`config.mk`:
```
export PLATFORM = sky130hd
export DESIGN_NAME = pwrseq_ctrl
export DESIGN_NICKNAME = d
export VERILOG_FILES = /design/src/rtl/pwrseq_pkg.sv /design/src/rtl/pwrseq_sync.sv /design/src/rtl/pwrseq_edge_cnt.sv /design/src/rtl/pwrseq_settle.sv /design/src/rtl/pwrseq_ctrl.sv
export SDC_FILE = /design/constraint.sdc
export NUM_CORES = 1
export LEC_CHECK = 0
export ABC_AREA = 0
export BUFFER_PORTS_ARGS = -buffer_cell sky130_fd_sc_hd__buf_2
export CORE_MARGIN = 2
export CORE_UTILIZATION = 55
export DETAILED_ROUTE_END_ITERATION = 10
export PLACE_DENSITY = 0.73
export SYNTH_ARGS = -nofsm -noshare
export SYNTH_HDL_FRONTEND = slang
export SYNTH_HIERARCHICAL = 1
export SYNTH_SLANG_ARGS = --single-unit
```
`constraint.sdc`:
```
create_clock -name clk -period 1.3 [get_ports clk]
set_input_delay 0.39 -clock clk [delete_from_list [all_inputs] [get_ports clk]]
set_output_delay 0.39 -clock clk [all_outputs]
set_load 0.02 [all_outputs]
```
`src/rtl/pwrseq_pkg.sv`:
```
package pwrseq_pkg;
  typedef enum logic [1:0] {
    PM_NORMAL = 2'b00,
    PM_LIGHT  = 2'b01,
    PM_DEEP   = 2'b10
  } pmode_e;
endpackage

```
`src/rtl/pwrseq_sync.sv`:
```
module pwrseq_sync #(
  parameter int              W      = 3,
  parameter int              STAGES = 2,
  parameter logic [W-1:0]    RST_VAL = '0
) (
  input  logic         clk,
  input  logic         rst_n,
  input  logic [W-1:0] d_i,
  output logic [W-1:0] q_o
);
  for (genvar b = 0; b < W; b++) begin : g_bit
    logic [STAGES-1:0] chain_q;
    always_ff @(posedge clk or negedge rst_n) begin
      if (!rst_n) chain_q <= {STAGES{RST_VAL[b]}};
      else        chain_q <= {chain_q[STAGES-2:0], d_i[b]};
    end
    assign q_o[b] = chain_q[STAGES-1];
  end
endmodule

```
`src/rtl/pwrseq_edge_cnt.sv`:
```
module pwrseq_edge_cnt #(
  parameter int SAT   = 14,
  localparam int CW   = $clog2(SAT + 1)
) (
  input  logic          clk,
  input  logic          rst_n,
  input  logic          clr_i,
  input  logic          cnt_en_i,
  output logic [CW-1:0] cnt_o
);
  logic [CW-1:0] cnt_q, cnt_d;
  logic          upd;

  always_comb begin
    upd   = 1'b0;
    cnt_d = cnt_q;
    if (clr_i) begin
      upd   = 1'b1;
      cnt_d = '0;
    end else if (cnt_en_i && (cnt_q < CW'(SAT))) begin
      upd   = 1'b1;
      cnt_d = cnt_q + 1'b1;
    end
  end

  always_ff @(posedge clk or negedge rst_n) begin
    if (!rst_n)   cnt_q <= '0;
    else if (upd) cnt_q <= cnt_d;
  end

  assign cnt_o = cnt_q;
endmodule

```
`src/rtl/pwrseq_settle.sv`:
```
module pwrseq_settle #(
  parameter int SETTLE_CYC = 500000,
  localparam int TW = (SETTLE_CYC > 1) ? $clog2(SETTLE_CYC) : 1
) (
  input  logic clk,
  input  logic rst_n,
  input  logic start_i,
  output logic busy_o
);
  logic [TW-1:0] tmr_q, tmr_d;
  logic          busy_q, busy_d;
  logic          upd;

  always_comb begin
    upd    = 1'b0;
    tmr_d  = tmr_q;
    busy_d = busy_q;
    if (start_i) begin
      upd    = 1'b1;
      tmr_d  = TW'(SETTLE_CYC - 1);
      busy_d = 1'b1;
    end else if (busy_q) begin
      upd = 1'b1;
      if (tmr_q == '0) busy_d = 1'b0;
      else             tmr_d  = tmr_q - 1'b1;
    end
  end

  always_ff @(posedge clk or negedge rst_n) begin
    if (!rst_n) begin
      tmr_q  <= '0;
      busy_q <= 1'b0;
    end else if (upd) begin
      tmr_q  <= tmr_d;
      busy_q <= busy_d;
    end
  end

  assign busy_o = busy_q;
endmodule

```
`src/rtl/pwrseq_ctrl.sv`:
```
module pwrseq_ctrl
  import pwrseq_pkg::*;
#(
  parameter int SETTLE_CYC   = 500000,
  parameter int PD_MIN_EDGES = 3,
  parameter int WAKE_EDGES   = 14,
  parameter int SYNC_STAGES  = 2,
  localparam int CW          = $clog2(WAKE_EDGES + 1)
) (
  input  logic       clk,
  input  logic       rst_n,
  input  logic       cnvst_i,
  input  logic       sclk_i,
  input  logic       cs_n_i,
  output logic [1:0] mode_o,
  output logic       ref_en_o,
  output logic       ref_rdy_o,
  output logic       dout_oe_o,
  output logic       conv_start_o
);
  // bit order in the synchronised bundle: {cs_n, sclk, cnvst}
  localparam logic [2:0] IDLE_LVL = 3'b001;

  // reset: asserted asynchronously, released on a clock edge
  logic [1:0] rst_q;
  logic       rst_sync_n;
  always_ff @(posedge clk or negedge rst_n) begin
    if (!rst_n) rst_q <= 2'b00;
    else        rst_q <= {rst_q[0], 1'b1};
  end
  assign rst_sync_n = rst_q[1];

  logic [2:0] pin_s, pin_prev;
  pwrseq_sync #(.W(3), .STAGES(SYNC_STAGES), .RST_VAL(IDLE_LVL)) u_sync (
    .clk  (clk),
    .rst_n(rst_sync_n),
    .d_i  ({cs_n_i, sclk_i, cnvst_i}),
    .q_o  (pin_s)
  );

  always_ff @(posedge clk or negedge rst_sync_n) begin
    if (!rst_sync_n) pin_prev <= IDLE_LVL;
    else             pin_prev <= pin_s;
  end

  logic cnvst_fall, cnvst_rise, sclk_rise, cs_high, cs_fall;
  assign cnvst_fall = pin_prev[0] & ~pin_s[0];
  assign cnvst_rise = ~pin_prev[0] & pin_s[0];
  assign sclk_rise  = ~pin_prev[1] & pin_s[1];
  assign cs_high    = pin_s[2];
  assign cs_fall    = pin_prev[2] & ~pin_s[2];

  logic [CW-1:0] edge_cnt;
  pwrseq_edge_cnt #(.SAT(WAKE_EDGES)) u_cnt (
    .clk     (clk),
    .rst_n   (rst_sync_n),
    .clr_i   (cnvst_fall),
    .cnt_en_i(sclk_rise & ~pin_s[0]),
    .cnt_o   (edge_cnt)
  );

  logic pulse_long, pulse_sleep;
  assign pulse_long  = (edge_cnt >= CW'(WAKE_EDGES));
  assign pulse_sleep = (edge_cnt >= CW'(PD_MIN_EDGES)) && !pulse_long;

  pmode_e state_q, state_d;
  logic   conv_q, conv_d;
  logic   settle_go;
  logic   settling;

  always_comb begin
    state_d   = state_q;
    conv_d    = 1'b0;
    settle_go = 1'b0;
    if (cs_high) begin
      state_d = PM_DEEP;
    end else if (cs_fall) begin
      state_d   = PM_NORMAL;
      settle_go = 1'b1;
    end else if (cnvst_rise) begin
      unique case (state_q)
        PM_NORMAL: begin
          if (pulse_long)       conv_d  = 1'b1;
          else if (pulse_sleep) state_d = PM_LIGHT;
        end
        PM_LIGHT: begin
          if (pulse_long)       state_d = PM_NORMAL;
          else if (pulse_sleep) state_d = PM_DEEP;
        end
        PM_DEEP: begin
          if (pulse_long) begin
            state_d   = PM_NORMAL;
            settle_go = 1'b1;
          end
        end
        default: state_d = PM_NORMAL;
      endcase
    end
  end

  always_ff @(posedge clk or negedge rst_sync_n) begin
    if (!rst_sync_n) begin
      state_q <= PM_NORMAL;
      conv_q  <= 1'b0;
    end else begin
      state_q <= state_d;
      conv_q  <= conv_d;
    end
  end

  pwrseq_settle #(.SETTLE_CYC(SETTLE_CYC)) u_settle (
    .clk    (clk),
    .rst_n  (rst_sync_n),
    .start_i(settle_go),
    .busy_o (settling)
  );

  assign mode_o       = state_q;
  assign ref_en_o     = (state_q != PM_DEEP);
  assign ref_rdy_o    = (state_q != PM_DEEP) && !settling;
  assign dout_oe_o    = (state_q == PM_NORMAL);
  assign conv_start_o = conv_q;
endmodule

```
# --- After elaboration in Yosys (flattened, before gate mapping) ---
# Index checks and enable logic that the tools add are counted.
word_totals:
  register_bits: 38
  latch_bits: 0
  word_cells: 75
  rom_bits: 0
  output_inout_bits: 6
  memories: 0
  ram_bits: 0
  input_bits: 5
classes:
  n_div: 0
  order_cmp: 3
  n_bitwise: 9
  n_mul: 0
  mux: 30
  reduce_logical: 13
  addsub: 2
  shifts: 0
  eq_ne: 8
ops:
  columns: ["operator", "count"]
  rows:
  - ["$mux 19", 3]
  - ["$logic_not 19->1", 1]
  - ["$sub 19x1->19 const B", 1]
  - ["$mux 1", 16]
  - ["$mux 2", 8]
  - ["$mux 4", 2]
  - ["$ne 4x3->1 const B", 2]
  - ["$pmux 2 s3", 1]
  - ["$and 1x1->1", 5]
  - ["$ne 5x4->1 const B", 1]
  - ["$reduce_and 5->1", 1]
  - ["$add 4x1->4 const B", 1]
  - ["$ge 4x2->1 const B", 1]
  - ["$ge 4x4->1 const B", 1]
  - ["$lt 4x4->1 const B", 1]
  - ["$ne 2x2->1 const B", 2]
  - ["$ne 4x1->1 const B", 1]
  - ["$not 1->1", 4]
  - ["$reduce_bool 2->1", 2]
  - ["$logic_and 1x1->1", 3]
  - ["$reduce_and 3->1", 1]
  - ["$reduce_bool 3->1", 1]
  - ["$eq 2x1->1 const B", 1]
  - ["$eq 2x2->1 const B", 1]
  - ["other kinds (3)", 4]

# --- Logic depth before layout (Yosys ltp) ---
logic_depth:
  ltp_word: 9
  depth_mapped: 7
  depth_no_buf: 7

# --- Modules after synthesis ---
# The synthesis kept the hierarchy.
by_module_without_submodules:
  columns: ["module", "area_each_um2", "cells_each", "n_inst", "seq_area_each_um2"]
  rows:
  - ["pwrseq_settle", 1102.3, 110, 1, 500.5]
  - ["pwrseq_ctrl", 355.3, 34, 1, 201.4]
  - ["pwrseq_edge_cnt", 197.7, 20, 1, 100.1]
  - ["pwrseq_sync", 175.2, 9, 1, 152.6]

# --- Least setup slack after synthesis ---
# OpenSTA, ideal clock, no wires.
synth_path:
  path_type: "reg2reg"
  from: "register u_settle.tmr_q[0]"
  to: "register u_settle.tmr_q[17]"
  t_arrival_ns: 1.828
  required_time_ns: 1.168
  setup_ns: 0.132
  stages_incl_launch_ff: 7
  path_slack_ns: -0.660
  n_path_buf: 0
  synth_period_minus_slack_ns: 1.960
  path_cell_list: "dfrtp_1 -> inv_1 -> ha_1 -> or4b_1 -> o2111ai_4 -> nor3_1 -> or3b_1"
synth_between:
  elab_chain_len: 4
  elab_cells_between_ends: 7
  cone_classes: "1 x add/sub; 1 x eq/ne; 3 x mux; 2 x reduce/logical"
synth_lines:
  columns: ["element", "line_no", "rtl"]
  rows:
  - ["start: declaration", "pwrseq_settle.sv:10", "logic [TW-1:0] tmr_q, tmr_d;"]
  - ["start signal: assignment", "pwrseq_settle.sv:34", "tmr_q <= tmr_d;"]
  - ["$sub 19x1->19", "pwrseq_settle.sv:25", "else tmr_d = tmr_q - 1'b1;"]
  - ["$mux 19", "pwrseq_settle.sv:24", "if (tmr_q == '0) busy_d = 1'b0;"]
  - ["$mux 19", "pwrseq_settle.sv:22", "end else if (busy_q) begin"]
  - ["$mux 19", "pwrseq_settle.sv:18", "if (start_i) begin"]
# Several ways; a longest one is shown, not always the timed one. The select of a mux whose other input is x is not followed.
# A chain may end at the register's enable or synchronous reset.

# --- Worst setup path in the final report ---
layout_path:
  from: "register u_settle.tmr_q[2]"
  to: "register u_settle.tmr_q[15]"
# Same word-level chain as after synthesis.

==> flow_summary.toml <==
[run_status]
status = "finished with violations"
violations = "negative setup slack"

[power]
vdd_drop_max_v = 0.0009809
p_per_area_nw_per_um2 = 1060
p_leak_nw = 1.143

[layout]
synthToLayoutAreaGrowth_pct = 46.62
diodes = 0
final_cell_mix = "buf_4 (43), dfrtp_1 (34), nor2_1 (19), buf_6 (16), nand2_1 (10)"
postLayoutCellArea_um2 = 2684
drive_gt1_share_pct = 49.38
nNetsFinal = 247
final_common_cell = "buf_4"

[clock_network]
cts_tree = "done"
root_buffer = "clkbuf_4"
clock_path_buffers = 2
cts_buffers = 5
htreeDepth = 2
cts.sink_count = 38
clk_latency_ns = 0.36
clkTransAtPathRegs_ns = 0.12

[die]
start_util_pct = 58.99
coreArea_um2 = 3103
row_count = 20
die-area_um2 = 3806
io-pin-count = 11
die_w_um = 61.69
die_height_um = 61.69

[timing]
setup_tns_ns = -14.05
fmaxAchievable_mhz = 465.2
min_period_ns = 2.149
final_hold_viol_count = 0
slew-limit-headroom_pct = 62.74
rsz0062_at_grt = "yes"
fin_ws_ns = -0.8494
setup_viol = 30
max_slew.worst_pin.slew_ns = 0.5547
drv_slew = 0
finClkSkew_ns = 0.008240
fin_crit_sh_pct = 165.3

[routing]
drtAntennaViolNets = 0
drt-initial-drc-count = 126
drt_wl_total_mm = 4.901
vias_per_cell = 5.705
wl_per_cell_um = 17.20
vias = 1626
dr.pass1.iters = 5
drc = 0

[worst_setup_path]
cp-start-kind = "flop"
cp_slowest_cell = "or3_4"
rrSetupSlack_ns = -0.85
max_stage_delay_ns = 0.41
path_class = "flop to flop"
cp_max_fo = 8
crit_buf_inv = 0
crit_chain = "or3_4 > nor4b_4 > o2111ai_4 > o21ai_2 > or3b_1"
cpLargestDelayFamily = "simple AND/OR/NAND/NOR gates"
crit_arrival_ns = 2.39
crit_required_ns = 1.54
cp-end-kind = "flop"

[placed_design]
dpl.hpwl_mm = 2.925
gp_congestion = 0.8230
portBuffers = 10
placed_cell_area_um2 = 2303

[logic_synthesis]
ys.flop_type = "dfrtp_1"
ys_ff_latch = 38
synthArstFlopShare_pct = 100.0
synth_seq_area_share_pct = 52.15
yosysUniqueCellTypes = 48
synth-edff-count = 0
synth_cells = 173
avgSynthCellArea_um2 = 10.58
yosys_warnings = 6
syn_nets = 180
syn-cell-area_um2 = 1831

[global_route]
grt-ovfl-total = 0
grtUsageTotal_pct = 26.67
antenna_found_initial = 0
grt_max_degree = 37
grt_pass1_wl_mm = 7.127
grt_pass1_vias = 1600

[worst_hold_path]
hold_path.class = "input pin to flop"

[run]
drv_cap = 0
-- synth_stat cells, drive strengths merged (4+ instances only) --
master / instances / share of area, %
dfrtp: 35 / 48
nor2: 21 / 4.3
nand2: 12 / 2.5
a21oi: 9 / 2.5
nand2b: 7 / 2.4
nand3: 7 / 1.9
o21ai: 7 / 2.1
inv: 6 / 1.2
xor2: 6 / 2.9
nor2b: 5 / 1.7
nor3: 5 / 1.4
nor3b: 4 / 1.6
-- state kept, by name, indices dropped and copies added, names as in the netlist --
name / cells
conv_start_o: 1
mode_o: 2
pin_prev: 3
rst_q: 2
u_cnt/cnt_o: 4
u_settle/busy_o: 1
u_settle/tmr_q: 19
u_sync/g_bit.chain_q: 6
-- per-stage QoR --
| step | utilization [%] | power (W) | hold slack, ns | cells | worst slack (ns) |
|---|---|---|---|---|---|
| final | 86.49 | 0.002845 | 0.1127 | 285 | -0.8494 |
| after global routing | 86.49 | 0.002963 | 0.08182 | 285 | -0.8988 |
| after CTS | 83.10 | 0.002811 | 0.1148 | 279 | -0.8102 |
| after floorplan | - | 0.001572 | 0.09441 | 173 | -0.6108 |
| after global placement | 74.23 | 0.001718 | 0.1738 | 266 | -0.6631 |
| after detailed placement | 74.23 | 0.001748 | 0.1772 | 266 | -0.7840 |
-- cell type report --
cell class	instances	area [um2]
Tap cell	44	55.05
Inverter	6	22.52
Timing Repair Buffer	65	553.0
Fill cell	155	419.2
Multi-Input combinational cell	124	991.0
Sequential cell	38	955.9
Clock buffer	5	37.54
Clock inverter	3	68.82
-- cells by family (layout without fill, tap and decap cells) --
group / count (synthesis) / after routing / share of synthesized area (%)
AOI/OAI and AO/OA: 30 / 30 / 11.69
muxes: 4 / 4 / 2.256
DFF: 38 / 38 / 52.15
adders and majority gates: 2 / 2 / 1.367
other: 1 / 1 / 0.2049
xor gates and xnor gates: 8 / 8 / 3.828
and+or+nand+nor: 79 / 79 / 25.63
buffers and inverters: 11 / 79 / 2.871
-- per-layer routing --
metal | vias up | part of all wire, % | global-route usage [%]
met5 | - | 0 | 0
met2 | 72 | 53 | 46.17
met1 | 795 | 38 | 30.00
met4 | 0 | 3.8 | 16.41
li1 | 738 | - | -
met3 | 21 | 5.3 | 5.590
-- power breakdown --
part / internal [W] / switching (W) / total [W]
combinational: 0.000240 / 0.000251 / 0.000491
sequential: 0.00126 / 0.0000582 / 0.00132
clock: 0.000601 / 0.000433 / 0.00103
-- worst paths after layout --
path                       cells after the start                    endpoint              start
min reg2reg                                    1                   mode_o[1]           rst_q[1]
max                                            5          u_settle/tmr_q[15]  u_settle/tmr_q[2]
min                                            1  u_sync/g_bit[0].chain_q[0]            cnvst_i
min in group asynchronous                      1                   mode_o[1]           rst_q[1]
max in group asynchronous                      1  u_sync/g_bit[0].chain_q[1]           rst_q[1]
max reg2reg                                    5          u_settle/tmr_q[15]  u_settle/tmr_q[2]
-- repair_timing --
item | in CTS | in global routing
hold endpoints to repair | 2 | 0
endpoints found under the setup margin | 28 | 33
gates cloned | 0 | 0
pin swaps | 5 | 9
hold buffers | 1 | 0
setup buffers | 4 | 9
resized for setup | 34 | 17
No activity file was read; power rests on OpenSTA's default activity.
